File: config.mk
export PLATFORM = sky130hd
export DESIGN_NAME = supply_supervisor
export DESIGN_NICKNAME = d
export VERILOG_FILES = /design/src/rtl/supsup_pkg.sv /design/src/rtl/flag_debounce.sv /design/src/rtl/persist_timer.sv /design/src/rtl/supply_band_reg.sv /design/src/rtl/supply_supervisor.sv
export SDC_FILE = /design/constraint.sdc
export NUM_CORES = 1
export LEC_CHECK = 0
export ABC_AREA = 1
export BUFFER_PORTS_ARGS = -buffer_cell sky130_fd_sc_hd__buf_2
export CORE_ASPECT_RATIO = 0.5
export CORE_MARGIN = 1.5
export CORE_UTILIZATION = 36
export CTS_BUF_LIST = sky130_fd_sc_hd__clkbuf_2 sky130_fd_sc_hd__clkbuf_4 sky130_fd_sc_hd__clkbuf_8
export DETAILED_ROUTE_END_ITERATION = 10
export PLACE_DENSITY = 0.56
export SKIP_CTS_REPAIR_TIMING = 1
export SYNTH_ARGS = -nofsm -noshare
export SYNTH_HDL_FRONTEND = slang
export SYNTH_SLANG_ARGS = --single-unit
File: constraint.sdc
create_clock -name clk -period 1.65 [get_ports clk]
set_input_delay 0.165 -clock clk [delete_from_list [all_inputs] [get_ports clk]]
set_output_delay 0.165 -clock clk [all_outputs]
set_load 0.01 [all_outputs]
File: src/rtl/supsup_pkg.sv
package supsup_pkg;
  typedef enum logic [2:0] {
    S_OFF    = 3'd0,
    S_START  = 3'd1,
    S_RUN    = 3'd2,
    S_BOWAIT = 3'd3,
    S_CLAMP  = 3'd4,
    S_HOLD   = 3'd5
  } sup_state_e;

  typedef enum logic [1:0] {
    BAND_FORCE_ON  = 2'd0,
    BAND_FORCE_OFF = 2'd1,
    BAND_WIDE      = 2'd2,
    BAND_HOLD      = 2'd3
  } band_mode_e;

  localparam int NSTATE = 6;
  localparam int NFLAG  = 10;

  localparam int F_START   = 0;
  localparam int F_STOP    = 1;
  localparam int F_OVP     = 2;
  localparam int F_CLAMP   = 3;
  localparam int F_BANDLO  = 4;
  localparam int F_HOLDLO  = 5;
  localparam int F_HOLDHI  = 6;
  localparam int F_LINEBI  = 7;
  localparam int F_LINEBO  = 8;
  localparam int F_LATLOW  = 9;
endpackage

File: src/rtl/flag_debounce.sv
module flag_debounce #(
  parameter int W = 10
) (
  input  logic         clk,
  input  logic         rst,
  input  logic [W-1:0] raw,
  output logic [W-1:0] clean
);
  logic [W-1:0] s0, s1;

  for (genvar i = 0; i < W; i++) begin : g_bit
    always_ff @(posedge clk) begin
      if (rst) begin
        s0[i]    <= 1'b0;
        s1[i]    <= 1'b0;
        clean[i] <= 1'b0;
      end else begin
        s0[i] <= raw[i];
        s1[i] <= s0[i];
        if (s0[i] == s1[i]) clean[i] <= s1[i];
      end
    end

    // the filtered value only moves toward a value seen on two samples
    a_r13_two_samples: assert property (@(posedge clk) disable iff (rst)
      (clean[i] != $past(clean[i])) |-> ($past(s0[i]) == $past(s1[i])));
  end
endmodule

File: src/rtl/persist_timer.sv
module persist_timer #(
  parameter int CYC = 16250
) (
  input  logic clk,
  input  logic rst,
  input  logic en,
  input  logic cond,
  output logic trip
);
  localparam int CW = (CYC > 1) ? $clog2(CYC + 1) : 1;
  localparam logic [CW-1:0] LAST = CW'(CYC - 1);

  logic [CW-1:0] cnt;

  always_ff @(posedge clk) begin
    if (rst || !en || !cond) begin
      cnt  <= '0;
      trip <= 1'b0;
    end else if (cnt == LAST) begin
      trip <= 1'b1;
    end else begin
      cnt <= cnt + 1'b1;
    end
  end

  // a trip only follows a qualified, enabled condition
  a_r7_trip_needs_cond: assert property (@(posedge clk) disable iff (rst)
    trip |-> ($past(cond) && $past(en)));
endmodule

File: src/rtl/supply_band_reg.sv
module supply_band_reg
  import supsup_pkg::*;
(
  input  logic       clk,
  input  logic       rst,
  input  band_mode_e mode,
  input  logic       wide_lo,
  input  logic       wide_hi,
  input  logic       hold_lo,
  input  logic       hold_hi,
  output logic       src_en
);
  always_ff @(posedge clk) begin
    if (rst) begin
      src_en <= 1'b1;
    end else begin
      unique case (mode)
        BAND_FORCE_ON:  src_en <= 1'b1;
        BAND_FORCE_OFF: src_en <= 1'b0;
        BAND_WIDE: begin
          if (wide_lo)      src_en <= 1'b1;
          else if (wide_hi) src_en <= 1'b0;
        end
        BAND_HOLD: begin
          if (hold_lo)      src_en <= 1'b1;
          else if (hold_hi) src_en <= 1'b0;
        end
        default:        src_en <= 1'b0;
      endcase
    end
  end

  // latch band charges once the rail is at its floor
  a_r10_hold_floor: assert property (@(posedge clk) disable iff (rst)
    (mode == BAND_HOLD && hold_lo) |=> src_en);
  // wide band stops charging at the top of the band
  a_r5_wide_ceiling: assert property (@(posedge clk) disable iff (rst)
    (mode == BAND_WIDE && wide_hi && !wide_lo) |=> !src_en);
endmodule

File: src/rtl/supply_supervisor.sv
module supply_supervisor
  import supsup_pkg::*;
#(
  parameter int FILT_CYC = 16250,
  parameter int BO_CYC   = 12500000
) (
  input  logic       clk,
  input  logic       rst,
  input  logic       vcc_ge_start,
  input  logic       vcc_le_stop,
  input  logic       vcc_ge_ovp,
  input  logic       vcc_le_clamp,
  input  logic       vcc_le_band_lo,
  input  logic       vcc_le_hold_lo,
  input  logic       vcc_ge_hold_hi,
  input  logic       line_ge_bi,
  input  logic       line_le_bo,
  input  logic       lat_pin_low,
  input  logic       restart_req,
  output logic       hv_src_en,
  output logic       clamp_dis,
  output logic       pwm_run,
  output logic       fault_latched,
  output logic [5:0] state_oh
);
  logic [NFLAG-1:0] raw, flt;

  always_comb begin
    raw           = '0;
    raw[F_START]  = vcc_ge_start;
    raw[F_STOP]   = vcc_le_stop;
    raw[F_OVP]    = vcc_ge_ovp;
    raw[F_CLAMP]  = vcc_le_clamp;
    raw[F_BANDLO] = vcc_le_band_lo;
    raw[F_HOLDLO] = vcc_le_hold_lo;
    raw[F_HOLDHI] = vcc_ge_hold_hi;
    raw[F_LINEBI] = line_ge_bi;
    raw[F_LINEBO] = line_le_bo;
    raw[F_LATLOW] = lat_pin_low;
  end

  flag_debounce #(.W(NFLAG)) u_deb (
    .clk(clk), .rst(rst), .raw(raw), .clean(flt)
  );

  sup_state_e state_q, state_d;
  logic       guard_en, bo_en, ovp_trip, lat_trip, bo_trip, fault_now;

  assign guard_en  = (state_q == S_START) || (state_q == S_RUN) || (state_q == S_BOWAIT);
  assign bo_en     = (state_q == S_RUN);
  assign fault_now = ovp_trip || lat_trip;

  persist_timer #(.CYC(FILT_CYC)) u_ovp_filt (
    .clk(clk), .rst(rst), .en(guard_en), .cond(flt[F_OVP]), .trip(ovp_trip)
  );
  persist_timer #(.CYC(FILT_CYC)) u_lat_filt (
    .clk(clk), .rst(rst), .en(guard_en), .cond(flt[F_LATLOW]), .trip(lat_trip)
  );
  persist_timer #(.CYC(BO_CYC)) u_bo_timer (
    .clk(clk), .rst(rst), .en(bo_en), .cond(flt[F_LINEBO]), .trip(bo_trip)
  );

  always_comb begin
    state_d = state_q;
    if (state_q != S_OFF && flt[F_STOP]) begin
      state_d = S_OFF;
    end else begin
      unique case (state_q)
        S_OFF:    if (flt[F_START] && !flt[F_STOP]) state_d = S_START;
        S_START:  if (fault_now)        state_d = S_CLAMP;
                  else if (flt[F_LINEBI]) state_d = S_RUN;
        S_RUN:    if (fault_now)        state_d = S_CLAMP;
                  else if (bo_trip)     state_d = S_BOWAIT;
        S_BOWAIT: if (fault_now)        state_d = S_CLAMP;
                  else if (flt[F_LINEBI]) state_d = S_RUN;
        S_CLAMP:  if (flt[F_CLAMP])     state_d = S_HOLD;
        S_HOLD:   state_d = S_HOLD;
        default:  state_d = S_OFF;
      endcase
    end
  end

  band_mode_e band_d;

  always_comb begin
    unique case (state_d)
      S_OFF:    band_d = BAND_FORCE_ON;
      S_START:  band_d = BAND_WIDE;
      S_BOWAIT: band_d = BAND_WIDE;
      S_RUN:    band_d = restart_req ? BAND_WIDE : BAND_FORCE_OFF;
      S_CLAMP:  band_d = BAND_FORCE_OFF;
      S_HOLD:   band_d = BAND_HOLD;
      default:  band_d = BAND_FORCE_ON;
    endcase
  end

  supply_band_reg u_band (
    .clk(clk), .rst(rst), .mode(band_d),
    .wide_lo(flt[F_BANDLO]), .wide_hi(flt[F_START]),
    .hold_lo(flt[F_HOLDLO]), .hold_hi(flt[F_HOLDHI]),
    .src_en(hv_src_en)
  );

  always_ff @(posedge clk) begin
    if (rst) begin
      state_q       <= S_OFF;
      state_oh      <= 6'b000001;
      pwm_run       <= 1'b0;
      clamp_dis     <= 1'b0;
      fault_latched <= 1'b0;
    end else begin
      state_q       <= state_d;
      state_oh      <= 6'(1) << state_d;
      pwm_run       <= (state_d == S_RUN) && !restart_req;
      clamp_dis     <= (state_d == S_CLAMP);
      fault_latched <= (state_d == S_CLAMP) || (state_d == S_HOLD);
    end
  end

  // status is always one-hot
  a_r12_onehot: assert property (@(posedge clk) disable iff (rst)
    $countones(state_oh) == 1);
  // a filtered stop-level flag always lands in OFF with the fault cleared
  a_r11_stop_clears: assert property (@(posedge clk) disable iff (rst)
    flt[F_STOP] |=> (state_oh[0] && !fault_latched && !pwm_run));
  // a latched fault persists until the stop level is seen
  a_r9_fault_sticky: assert property (@(posedge clk) disable iff (rst)
    (fault_latched && !flt[F_STOP]) |=> fault_latched);
  // the clamp never runs together with the startup source or without a fault
  a_r9_clamp_safe: assert property (@(posedge clk) disable iff (rst)
    clamp_dis |-> (!hv_src_en && fault_latched && !pwm_run));
  // once in hold the clamp is not driven again
  a_r9_clamp_once: assert property (@(posedge clk) disable iff (rst)
    state_oh[5] |=> !clamp_dis);
  // the startup source is off while switching
  a_r2_run_src_off: assert property (@(posedge clk) disable iff (rst)
    pwm_run |-> (!hv_src_en && state_oh[2]));
endmodule

# Word-level counts from Yosys, hierarchy flattened
# Cells that the tools add are included.
# word_totals
elab_cells	114
mem_bits_ro	0
regBits	98
latchBits	0
mem_bits_rw	0
out_inout_bits	10
mem_count	0
# op_classes
n_reduce_logical	25
n_mux	15
add_sub_neg	3
n_div	0
n_eq_ne	28
bitwise_logic	0
mul	0
n_lt_le_gt_ge	0
shifts	1
# ops
operator	n
$add 14x1->14 const B	2
$eq 14x14->1 const B	2
$add 24x1->24 const B	1
$eq 24x24->1 const B	1
$mux 3	7
$pmux 3 s5	1
$eq 3x2->1 const B	4
$eq 3x3->1 const B	4
$eq 1x1->1	10
$logic_or 1x1->1	9
$pmux 2 s4	1
$logic_not 1->1	7
$eq 3x1->1 const B	2
$ne 3x3->1 const B	2
$shl 1x3->6 const A	1
$eq 2x2->1 const B	2
$mux 1	4
$pmux 1 s4	1
$reduce_or 2->1	2
$logic_and 1x1->1	3
$logic_not 3->1	1
$reduce_bool 3->1	1
$eq 2x1->1 const B	1
$logic_not 2->1	1
2 further kinds	2

# Depth between registers and ports, before layout
# depth
word_depth	11
ltp_mapped	9
mapped_depth_nobuf	9

# Cells and area by module
# Synthesis repeated with hierarchy kept, for this count alone.
# hier_totals
hier_cells	658
hier_area_um2	4604.4
# by_module_without_submodules
mod	cells_per_inst	instances	area_each_um2
persist_timer (u_lat_filt ...)	122	2	818.3
persist_timer (u_bo_timer)	225	1	1446.4
flag_debounce	103	1	907.1
supply_supervisor	71	1	538.0
supply_band_reg	15	1	76.3

# Worst setup path after synthesis
# OpenSTA, ideal clock, no wires.
# synth_path
path_type	register to register
start	register u_bo_timer.cnt[0]
end	register u_bo_timer.cnt[0]
t_required_ps	1533
n_path_buf	0
t_arrival_ps	1307
setup_slack_ps	225
stages_incl_launch_ff	9
setup_time_ps	117
synth_period_minus_slack_ps	1425
cell_sequence	dfxtp_1 -> ha_1 -> nand2_2 -> nor2_1 -> nand4_1 -> nor2_2 -> nand2_2 -> o21ai_0 -> nor2_1
# synth_via
elab_chain_cells	1
# synth_lines
item	line_no	rtl
start, declared	persist_timer.sv:13	logic [CW-1:0] cnt;
start signal, assigned	persist_timer.sv:22	cnt <= cnt + 1'b1;
$add 24x1->24 / $eq 24x24->1 (equally long branches)	persist_timer.sv:22, persist_timer.sv:19	
# Parallel ways exist; a longest one is shown, timed or not.
# A chain may end at the register's enable or synchronous reset.

# Worst setup path in the final report
# layout_path
start	register u_bo_timer.cnt[18]
end	register u_bo_timer.cnt[0]
# layout_via
elab_chain_cells	1
# layout_lines
item	line_no	rtl
$eq 24x24->1	persist_timer.sv:19	end else if (cnt == LAST) begin
# Every way passes these cells.

==> out/metrics.cfg <==
[run_status]
status=complete, no violations

[floorplanning]
coreArea_sq_um=11150
initial_core_util_pct=37.37
pin_count=23
die_w_um=155.1
chipHeight_um=79.07
rows=27
dieArea_sq_um=12270

[final_layout]
drive_gt1_share_pct=11.71
antennaDiodeCount=0
instances_no_fill=760
num-nets-final=628
syn_to_final_growth_pct=14.95
final_util_pct=42.96
fillCellCount=1185

[drt]
first_pass_iters=6
wirelength_um=8310
avgViaCountPerCell=4.700
dr.first_iter.drc_count=125
drt-wirelength-per-cell_um=10.93
vias=3572
ant_nets=0
drc=0

[yosys]
yosys.cell_types.count=32
ys_seq_area_share_pct=47.09
synth_area_leader_cell=dfxtp_1
synth-async-reset-ratio_pct=0
synth_nets=584
synth.top_cell.area_share_pct=47.09
synth_edf_count=0
synth_area_leaders=dfxtp_1 (47%), nand2_1 (8.3%), inv_1 (7.8%)
ys_seq_elements=98
syn_area_sq_um=4166
syn_area_per_cell_sq_um=7.361
yosys_warnings=0
post-synth-top-count-cell=dfxtp_1
synth_ff_type=dfxtp_1
synth_common_cells=dfxtp_1 (98), nand2_1 (92), inv_1 (87)
synthCells=566

[place]
placed_cells=734
gp_congestion=0.8426
io_buffers=22
hpwl_um=6083
preCtsSetupSlack_ns=0.09839

[hold_path]
min_path_type=input pin to flop

[setup_path]
critPathMaxStageDelay_ns=0.43
cp.required_ns=1.92
path_class=flop to flop
start_kind=flop
worstPathMaxFanout=6
critPathBufInv=1
cp_cell_sequence=inv_1 -> nor3_1 -> nand2_1 -> nor2_2 -> nand2_2 -> o21ai_0 -> nor2_1
critPathSlowestCell=dfxtp_1
crit_family=simple AND/OR/NAND/NOR gates
worst_setup_path_end_kind=flop
worst_ep_arrival_time_ns=1.72

[run]
cap_violations=0

[sta]
whs_ns=0.07367
setup_tns_ns=0
fin_crit_sh_pct=88.36
worst_pin_slew_ns=0.3420
fmax_ghz=0.6859
drv_slew=0
min_period_ns=1.458
rsz0062_at_grt=no
hold_viol=0
setup_viol=0
slew_headroom_pct=77.02
final.setup.worst_slack_ns=0.1921
clock_skew_ns=0.01061

[global_routing]
antenna_found_initial=0
grt_usage_pct=15.09
grt_max_degree=29
grt_pass1_vias=3232
grt_pass1_wl_um=14650
gr-total-overflow=0

[cts]
cts_root_buffer=clkbuf_8
cts_made_buffers=9
clk_pin_slew_worst_paths_ns=0.10
clock_sinks=98
cts_tree=done
clock_latency_ns=0.37
htree_levels=3
clockBufferDepth=2

[power]
powerDensity_nw_per_um2=840.5
irDropWorstVdd_mv=0.3304
p_leak_uw=0.001710

==> cell usage in the layout (no fill, tap or decap), drive strengths merged <==
master and count:
nand4 22, nor3b 1, inv 94, a21oi 54, a21boi 1, a31oi 1, clkbuf 9, nand3 27
or2 1, o21a 4, xnor2 2, or3 1, and2 1, nor2 98, ha 5, nand3b 4
dfxtp 98, nand2 96, a211oi 8, dlygate4sd3 10, clkinv 3, xor2 5, nor3 12, o21ai 29
o21bai 1, buf 28
==> per-stage QoR <==
step | instance area [sq um] | total power (uW)
after CTS | 4678 | 4084
after floorplan | 4167 | 2511
final | 4790 | 4026
after global routing | 4790 | 4224
after global placement | 4482 | 2543
after detailed placement | 4482 | 2546
==> worst min-delay path: cells and delay by family <==
family                 cells  cell delay, ns
buffers and inverters      1            0.07
and+or+nand+nor            2            0.17
==> cell families (layout without fill, tap and decap cells) <==
family,after synthesis,count (layout),share of synthesized area (%)
AOI/OAI and AO/OA,98,98,12.76
xor gates and xnor gates,7,7,1.472
adders and majority gates,5,5,1.502
buffers and inverters,95,144,8.619
DFF,98,98,47.09
and+or+nand+nor,263,263,28.56
==> registers in the layout, summed over array words and instances, names as in the netlist, 3 cells and up <==
register,count
state_oh,6
state_q,3
u_bo_timer.cnt,24
u_deb.clean,10
u_deb.s0,10
u_deb.s1,10
u_lat_filt.cnt,14
u_ovp_filt.cnt,14
==> layout make-up <==
cell class              count  area (sq um)  area share [%]
clock inverters             7         72.57           1.515
clock buffers               9         123.9           2.586
well taps                 145         181.4           3.788
repair buffers             38         255.2           5.329
multi-input cells         373          1853           38.69
flip-flops and latches     98          1966           41.04
inverters                  90         337.8           7.053
==> power by group <==
part	switching (uW)	internal [uW]	total, uW
Sequential	13.6	2390	2410
Combinational	51.7	49.1	101
Clock	926	593	1520
==> routing by layer <==
metal  wire, um  global-route usage (%)  vias to the layer above
li1           -                       -                     1920
met1       4354                   19.51                     1602
met2       3556                   23.50                       37
met3        283                   4.967                       13
met4        116                   5.673                        0
met5          0                       0                        -
==> worst paths after layout <==
| check | slack [ns] | endpoint | cells after the start | startpoint |
|---|---|---|---|---|
| worst max register to register | 0.19 | u_bo_timer.cnt[0] | 7 | u_bo_timer.cnt[18] |
| worst min register to register | 0.45 | u_deb.s1[9] | 2 | u_deb.s0[9] |
| worst min-delay path | 0.07 | pwm_run | 3 | restart_req |
| worst max-delay path | 0.19 | u_bo_timer.cnt[0] | 7 | u_bo_timer.cnt[18] |
No activity file was read; power rests on OpenSTA's default activity.
